$ cat src/rtl/status_flags_pkg.sv
package status_flags_pkg;
  localparam int FLAG_W = 8;
  localparam int SCR_W  = 8;

  // Visible bit positions (decoded by branch and stack logic)
  localparam int B_I = 0;
  localparam int B_N = 1;
  localparam int B_Z = 2;
  localparam int B_V = 3;
  localparam int B_X = 4;
  localparam int B_C = 5;
  localparam int B_D = 6;
  localparam int B_U = 7;

  localparam logic [1:0] OP_NONE  = 2'b00;
  localparam logic [1:0] OP_ARITH = 2'b01;
  localparam logic [1:0] OP_LOGIC = 2'b10;

  typedef struct packed {
    logic              updNZ;
    logic              updVC;
    logic              updX;
    logic              clrV;
    logic [FLAG_W-1:0] bitMask;
    logic              bitVal;
    logic              loadByte;
    logic              clrI;
    logic              scrWe;
    logic              scrClr;
  } sfStrobe_t;
endpackage

$ cat src/rtl/sf_ctrl.sv
module sf_ctrl
  import status_flags_pkg::*;
#(
  parameter int SEL_W = $clog2(FLAG_W)
) (
  input  logic             clk,
  input  logic             rstN,
  input  logic [1:0]       opClass,
  input  logic             bitWe,
  input  logic [SEL_W-1:0] bitSel,
  input  logic             bitVal,
  input  logic             byteLoad,
  input  logic             intEntry,
  input  logic             scratchWe,
  input  logic             instrEnd,
  output sfStrobe_t        str
);
  logic isArith;
  logic isLogic;
  logic [FLAG_W-1:0] selMask;

  assign isArith = (opClass == OP_ARITH);
  assign isLogic = (opClass == OP_LOGIC);

  for (genvar i = 0; i < FLAG_W; i++) begin : g_sel
    assign selMask[i] = bitWe && (bitSel == SEL_W'(i));
  end

  always_comb begin
    str          = '0;
    str.updNZ    = isArith || isLogic;
    str.updVC    = isArith;
    str.updX     = isArith;
    str.clrV     = isLogic;
    str.bitMask  = selMask;
    str.bitVal   = bitVal;
    str.loadByte = byteLoad;
    str.clrI     = intEntry;
    str.scrWe    = scratchWe;
    str.scrClr   = instrEnd;
  end

  // at most one visible bit addressed per cycle
  a_r6_mask_onehot: assert property (@(posedge clk) disable iff (!rstN)
    $onehot0(str.bitMask));
  // no-op class requests no result update
  a_r4_none_quiet: assert property (@(posedge clk) disable iff (!rstN)
    (opClass == OP_NONE) |-> !(str.updNZ || str.updVC || str.updX || str.clrV));
endmodule

$ cat src/rtl/sf_datapath.sv
module sf_datapath
  import status_flags_pkg::*;
#(
  parameter int DATA_W = 16
) (
  input  logic              clk,
  input  logic              rstN,
  input  sfStrobe_t         str,
  input  logic [DATA_W-1:0] result,
  input  logic              carryIn,
  input  logic              ovIn,
  input  logic [FLAG_W-1:0] byteIn,
  input  logic [SCR_W-1:0]  scratchIn,
  output logic [FLAG_W-1:0] flags,
  output logic [SCR_W-1:0]  scratch
);
  localparam int MSB = DATA_W - 1;

  logic [FLAG_W-1:0] flagsNxt;
  logic [SCR_W-1:0]  scratchNxt;

  always_comb begin
    flagsNxt = flags;
    if (str.updNZ) begin
      flagsNxt[B_N] = result[MSB];
      flagsNxt[B_Z] = ~|result;
    end
    if (str.updVC) begin
      flagsNxt[B_V] = ovIn;
      flagsNxt[B_C] = carryIn;
    end
    if (str.clrV) flagsNxt[B_V] = 1'b0;
    if (str.updX) flagsNxt[B_X] = carryIn;
    for (int i = 0; i < FLAG_W; i++) begin
      if (str.bitMask[i]) flagsNxt[i] = str.bitVal;
    end
    if (str.loadByte) flagsNxt = byteIn;
    if (str.clrI) flagsNxt[B_I] = 1'b0;
  end

  always_comb begin
    scratchNxt = scratch;
    if (str.scrClr)     scratchNxt = '0;
    else if (str.scrWe) scratchNxt = scratchIn;
  end

  always_ff @(posedge clk or negedge rstN) begin
    if (!rstN) begin
      flags   <= '0;
      scratch <= '0;
    end else begin
      flags   <= flagsNxt;
      scratch <= scratchNxt;
    end
  end

  // interrupt entry always leaves interrupt enable cleared
  a_r8_int_clears: assert property (@(posedge clk) disable iff (!rstN)
    str.clrI |=> !flags[B_I]);
  // byte load replaces the visible byte
  a_r7_load: assert property (@(posedge clk) disable iff (!rstN)
    (str.loadByte && !str.clrI) |=> (flags == $past(byteIn)));
  // user flag moves only on explicit write
  a_r5_u_hold: assert property (@(posedge clk) disable iff (!rstN)
    (!str.loadByte && !str.bitMask[B_U]) |=> $stable(flags[B_U]));
  // division mode moves only on explicit write
  a_r5_d_hold: assert property (@(posedge clk) disable iff (!rstN)
    (!str.loadByte && !str.bitMask[B_D]) |=> $stable(flags[B_D]));
  // extended carry untouched outside arithmetic
  a_r3_x_hold: assert property (@(posedge clk) disable iff (!rstN)
    (!str.updX && !str.loadByte && !str.bitMask[B_X]) |=> $stable(flags[B_X]));
  // zero flag follows the result
  a_r2_zero: assert property (@(posedge clk) disable iff (!rstN)
    (str.updNZ && !str.loadByte && !str.bitMask[B_Z])
      |=> (flags[B_Z] == ($past(result) == '0)));
  // end of instruction wipes the hidden byte
  a_r10_scr_clr: assert property (@(posedge clk) disable iff (!rstN)
    str.scrClr |=> (scratch == '0));
endmodule

$ cat src/rtl/status_flags.sv
module status_flags
  import status_flags_pkg::*;
#(
  parameter int DATA_W = 16
) (
  input  logic              clk,
  input  logic              rstN,
  input  logic [1:0]        opClass,
  input  logic [DATA_W-1:0] result,
  input  logic              carryIn,
  input  logic              ovIn,
  input  logic              bitWe,
  input  logic [2:0]        bitSel,
  input  logic              bitVal,
  input  logic              byteLoad,
  input  logic [7:0]        byteIn,
  input  logic              intEntry,
  input  logic              scratchWe,
  input  logic [7:0]        scratchIn,
  input  logic              instrEnd,
  output logic [7:0]        flags,
  output logic [7:0]        scratch,
  output logic              uSet,
  output logic              uClr
);
  sfStrobe_t str;

  sf_ctrl #(.SEL_W(3)) u_ctrl (
    .clk(clk), .rstN(rstN), .opClass(opClass), .bitWe(bitWe),
    .bitSel(bitSel), .bitVal(bitVal), .byteLoad(byteLoad),
    .intEntry(intEntry), .scratchWe(scratchWe), .instrEnd(instrEnd),
    .str(str)
  );

  sf_datapath #(.DATA_W(DATA_W)) u_dp (
    .clk(clk), .rstN(rstN), .str(str), .result(result),
    .carryIn(carryIn), .ovIn(ovIn), .byteIn(byteIn),
    .scratchIn(scratchIn), .flags(flags), .scratch(scratch)
  );

  assign uSet = flags[B_U];
  assign uClr = ~flags[B_U];

  // condition outputs are complementary
  a_r9_cond_pair: assert property (@(posedge clk) disable iff (!rstN)
    uSet != uClr);
endmodule

$ cat config.mk
export PLATFORM = sky130hd
export DESIGN_NAME = status_flags
export DESIGN_NICKNAME = d
export VERILOG_FILES = /design/src/rtl/status_flags_pkg.sv /design/src/rtl/sf_ctrl.sv /design/src/rtl/sf_datapath.sv /design/src/rtl/status_flags.sv
export SDC_FILE = /design/constraint.sdc
export NUM_CORES = 1
export LEC_CHECK = 0
export ABC_AREA = 0
export BUFFER_PORTS_ARGS = -buffer_cell sky130_fd_sc_hd__buf_2
export CAP_MARGIN = 15
export CELL_PAD_IN_SITES_DETAIL_PLACEMENT = 1
export CELL_PAD_IN_SITES_GLOBAL_PLACEMENT = 1
export CORE_UTILIZATION = 30
export CTS_BUF_LIST = sky130_fd_sc_hd__clkbuf_4 sky130_fd_sc_hd__clkbuf_8
export DETAILED_ROUTE_END_ITERATION = 8
export PLACE_DENSITY_LB_ADDON = 0.1
export SYNTH_ARGS = -nofsm -noshare
export SYNTH_HDL_FRONTEND = slang
export SYNTH_SLANG_ARGS = --single-unit
$ cat constraint.sdc
create_clock -name clk -period 1.19 [get_ports clk]
set_clock_uncertainty 0.2 [all_clocks]
set_input_delay 0.0595 -clock clk [delete_from_list [all_inputs] [get_ports clk]]
set_output_delay 0.0595 -clock clk [all_outputs]
set_load 0.02 [all_outputs]
# Word level (Yosys, flattened, before mapping)

Index checks and enable logic that the tools add are counted.

Register bits after elaboration: 16
Word-level logic and storage cells: 56

Reductions and logical operators: 21
Equality and inequality tests: 9
Muxes and demuxes: 16
Bitwise operators: 1

Operators by type and width:

| cell                                                                  | count |
|---|---|
| 8-bit two-way mux                                                     | 3 |
| 16-bit OR reduction                                                   | 1 |
| 3-bit nonzero test                                                    | 5 |
| 3-bit equality test, second input constant                            | 4 |
| 1-bit two-way mux                                                     | 12 |
| 1-bit logical AND                                                     | 8 |
| 3-bit by 2-bit equality test with 1-bit output, second input constant | 2 |
| 2-bit nonzero test                                                    | 3 |
| 4-bit nonzero test                                                    | 1 |
| 3-bit by 1-bit equality test with 1-bit output, second input constant | 1 |
| 3-bit logical NOT                                                     | 1 |
| 2-bit by 1-bit equality test with 1-bit output, second input constant | 1 |
| 2-bit equality test, second input constant                            | 1 |
| 2-bit two-way mux                                                     | 1 |
| 1-bit logical NOT                                                     | 1 |
| 1-bit logical OR                                                      | 1 |
| 1-bit NOT                                                             | 1 |

# Longest topological paths before layout

Word-level depth: 6
Mapped depth: 5
Gate-level depth less buffers: 5

# Cells and area by module

A second synthesis with hierarchy kept.

Cell total of the unflattened synthesis: 97
Area, all modules: 1003.5 um^2

Modules (own cells, without submodules):

| module       | times used | area each (um^2) | cells each |
|---|---|---|---|
| sf_datapath  | 1          | 799.5            | 74 |
| sf_ctrl      | 1          | 192.7            | 21 |
| status_flags | 1          | 11.3             | 2 |

# Worst setup path after synthesis

No wires, ideal clock.

Path type: input port to flip-flop
Start point: input opClass[0]
End point: register u_dp.flags[2]
Stages: 5
Library setup time: 66 ps
Path slack: -157 ps
Data arrival time: 1081 ps
Cell sequence: inv_1 ha_1 or4_1 nor4_2 a221o_1

Cells in the longest elaborated chain, start to end: 3

RTL lines:

| element                                                                                      | line                         | text |
|---|---|---|
| start, declared                                                                              | status_flags.sv:8            | `input logic [1:0] opClass,` |
| 2-bit by 1-bit equality test with 1-bit output / 2-bit equality test (equally long branches) | sf_ctrl.sv:22, sf_ctrl.sv:23 |  |
| 1-bit logical OR *                                                                           | sf_ctrl.sv:31                | `str.updNZ = isArith \|\| isLogic;` |
| 3-bit nonzero test (no source line) *                                                        | --                           |  |
| end signal, assigned                                                                         | sf_datapath.sv:52            | `flags <= flagsNxt;` |
| end, declared                                                                                | sf_datapath.sv:14            | `output logic [FLAG_W-1:0] flags,` |

Mark *: on every way between the ends. The rest lies on a longest branch, timed or not.
A chain may end at the register's enable or synchronous reset.

# Worst setup path after layout

Start point: input bitVal
End point: register u_dp.flags[2]

Cells in the longest elaborated chain, start to end: 2

RTL lines:

| element           | line               | text |
|---|---|---|
| start, declared   | status_flags.sv:14 | `input logic bitVal,` |
| 1-bit two-way mux | sf_datapath.sv:35  | `if (str.bitMask[i]) flagsNxt[i] = str.bitVal;` |
| 8-bit two-way mux | sf_datapath.sv:37  | `if (str.loadByte) flagsNxt = byteIn;` |

No other way between the ends.

==> results.yml <==
clock_network:
  tritoncts: "done"
  cts.sinks: 16
  cts_hold_buf: 23
  h-tree-depth: 1
  clk_latency_ns: 0.29
  clk_path_buf_depth: 2
  numCtsBuffers: 3
  clk_pin_slew_ns: 0.10
  ctsRootBufferMaster: "clkbuf_4"
  postCtsSetupBuffers: 0
timing:
  slew_headroom_pct: 75.4
  finalMaxSlewViolations: 0
  fmax_mhz: 830
  whs_ns: -0.0311
  grt_setup_unrepaired: "true"
  period_share_pct: 101
  setup_violations: 1
  final.min_clock_period_ns: 1.20
  fin_setup_tns_ns: -0.0145
  hold_viol: 7
  setup_slack_ns: -0.0145
  worst_pin_slew_ns: 0.370
yosys:
  ys_seq_area_share_pct: 43.3
  synth-async-reset-ratio_pct: 100
  yosys_register_bits: 16
  synth_flop_cell: "dfrtp_1"
  synth_edf_count: 0
  syn_avg_cell_area_um2: 10.9
  ys_top_cells_by_count: "dfrtp_1 (16), mux2i_1 (16), nor2_1 (9), nand2_1 (5), inv_1 (4)"
  synthTopCellsByArea: "dfrtp_1 (43%), mux2i_1 (17%), nor2_1 (3.7%)"
  ys_warn_count: 0
  netlist.area_leader.share_pct: 43.3
  synth_area_um2: 925
  syn_inst: 85
  synth_fp_nets: 134
  yosysUniqueCellTypes: 30
  synth_top_cell_by_area: "dfrtp_1"
detailed_routing:
  wl_per_cell_um: 13.1
  postRouteAntennaNets: 0
  wl_mm: 2.73
  drc: 3
  via_count: 1026
  dr.pass1.iters: 5
  vias_per_cell: 4.91
  drt_iter0_markers: 10
hold_path:
  hold_class: "primary input to flip-flop"
  timing.hold.worst_path_depth: 4
grt:
  grt_pass1_vias: 1045
  grt_first_pass_wirelength_mm: 4.44
  grt_overflow_total: 0
  grt_max_degree: 17
  track_usage_pct: 17.6
  grt_antenna_before_repair: 0
status:
  status: "complete, but fails checks"
  violations: "design-rule violations, negative hold slack, negative setup slack"
setup_path:
  worst_ep_arrival_time_ns: 1.19
  cp-start-kind: "primary input"
  worst-path-max-fanout: 8
  r2r-end: "u_dp.flags[5]"
  end_kind: "flip-flop"
  worst_ep_required_time_ns: 1.18
  crit_path_start: "bitVal"
  rr_worst_depth: 3
  worstSetupPathType: "primary input to flip-flop"
  regToRegStartpoint: "u_dp.flags[5]"
  timing.reg2reg.setup_slack_ns: 0
  cp-endpoint: "u_dp.flags[2]"
power_and_ir_drop:
  finalPower_mw: 1.42
  ir_drop_mv: 0.436
  p_per_area_mw_per_mm2: 877
  p_leak_nw: 0.840
final_layout:
  utilization_pct: 57.3
  fin_area_mm2: 0.00162
  antenna_cells: 0
  drive_gt1_share_pct: 50.6
  area_growth_pct: 75.4
  nets: 228
floorplanning:
  ios: 65
  start_util_pct: 32.7
  core-area_mm2: 0.00283
  rows: 19
  die_x_um: 57.5
  die_area_mm2: 0.00331
  dieHeight_um: 57.5
placement:
  io_buffers: 64
  hpwl_mm: 2.03
  gp_congestion: 0.770
  place_area_mm2: 0.00133
run:
  drv_cap: 0
-- power breakdown --
group / switching [mW] / leakage [nW] / internal (mW) / total [mW]
combinational: 0.208 / 0.619 / 0.234 / 0.442
sequential: 0.0219 / 0.200 / 0.587 / 0.608
clock: 0.185 / 0.0210 / 0.186 / 0.372
-- cell families (layout without fill, tap and decap cells) --
logic type               after synthesis  in the layout  synth area share [%]
AO/OA/AOI/OAI                          9              9                  6.09
AND/OR/NAND/NOR                       31             31                  23.1
adder cells (fa/ha/maj)                2              2                  2.71
multiplexers                          19             19                  21.0
flip-flops                            16             16                  43.3
buffers and inverters                  8            101                  3.79
-- worst max-delay path: stages --
cell           delay, ns
dlygate4sd3_1       0.55
buf_2               0.18
nand2b_1            0.08
mux2i_1             0.06
a221o_1             0.26
-- worst min-delay path by stage --
stage | from | end
after global routing | byteLoad | u_dp.flags[5]
after CTS | opClass[1] | u_dp.flags[3]
after global placement | rstN | u_dp.flags[0]
final | opClass[1] | u_dp.flags[3]
after detailed placement | rstN | u_dp.flags[0]
after floorplan | rstN | u_dp.flags[0]
-- metrics by stage --
stage	setup slack (ns)	cells	hold slack (ns)
3_5_place_dp	-0.337	182	-0.201
6_report	-0.0145	209	-0.0311
4_1_cts	0.00253	209	-0.0544
3_3_place_gp	-0.256	182	-0.201
2_1_floorplan	-0.113	85	-0.436
5_1_grt	-0.0298	209	-0.0323
-- registers in the layout, summed over array words and instances (netlist names) --
register and count:
u_dp.flags 8, u_dp.scratch 8
-- metal layers --
metal	vias up	routed length (um)	track usage, %
met1	490	1140	20.2
met3	4	125	3.40
met5	-	0	0
li1	497	-	-
met2	35	1430	33.2
met4	0	27	4.18
-- layout make-up --
class                           count  area (um2)
Fill cell                         330        1210
Clock buffer                        4        36.3
Timing Repair Buffer               93         602
Sequential cell                    16         405
Inverter                            4        15.0
Multi-Input combinational cell     61         524
Tap cell                           31        38.8
-- cells in the final DEF, fill, tap and decap left out --
cell           count
buf_4              6
dfrtp_2            4
nor3_1             1
and4b_1            1
mux2i_1           16
clkbuf_4           3
a221o_1            1
or3_1              1
nand2_1            5
nor4_4             1
nand3b_1           1
o21ai_1            3
nand4b_1           2
nand4_1            1
dlygate4sd3_1     23
and4bb_2           1
and4bb_1           2
o21ai_0            2
buf_2             63
nor2_1             9
or4_4              3
dfrtp_1           12
ha_4               1
clkbuf_8           1
mux2_4             1
nand2b_1           1
mux2_2             2
inv_2              1
a21oi_1            1
nor4b_2            1
buf_6              1
inv_1              3
or4_1              1
a2bb2oi_2          1
a211oi_1           1
ha_1               1
-- what timing repair did --
action                                  CTS  global route
resized for setup                         4             2
endpoints found under the setup margin    2             6
pin swaps                                 0             1
gates cloned                              0             0
endpoints found under the hold margin    32             5
Note: power is estimated with default switching activity, not from simulation.
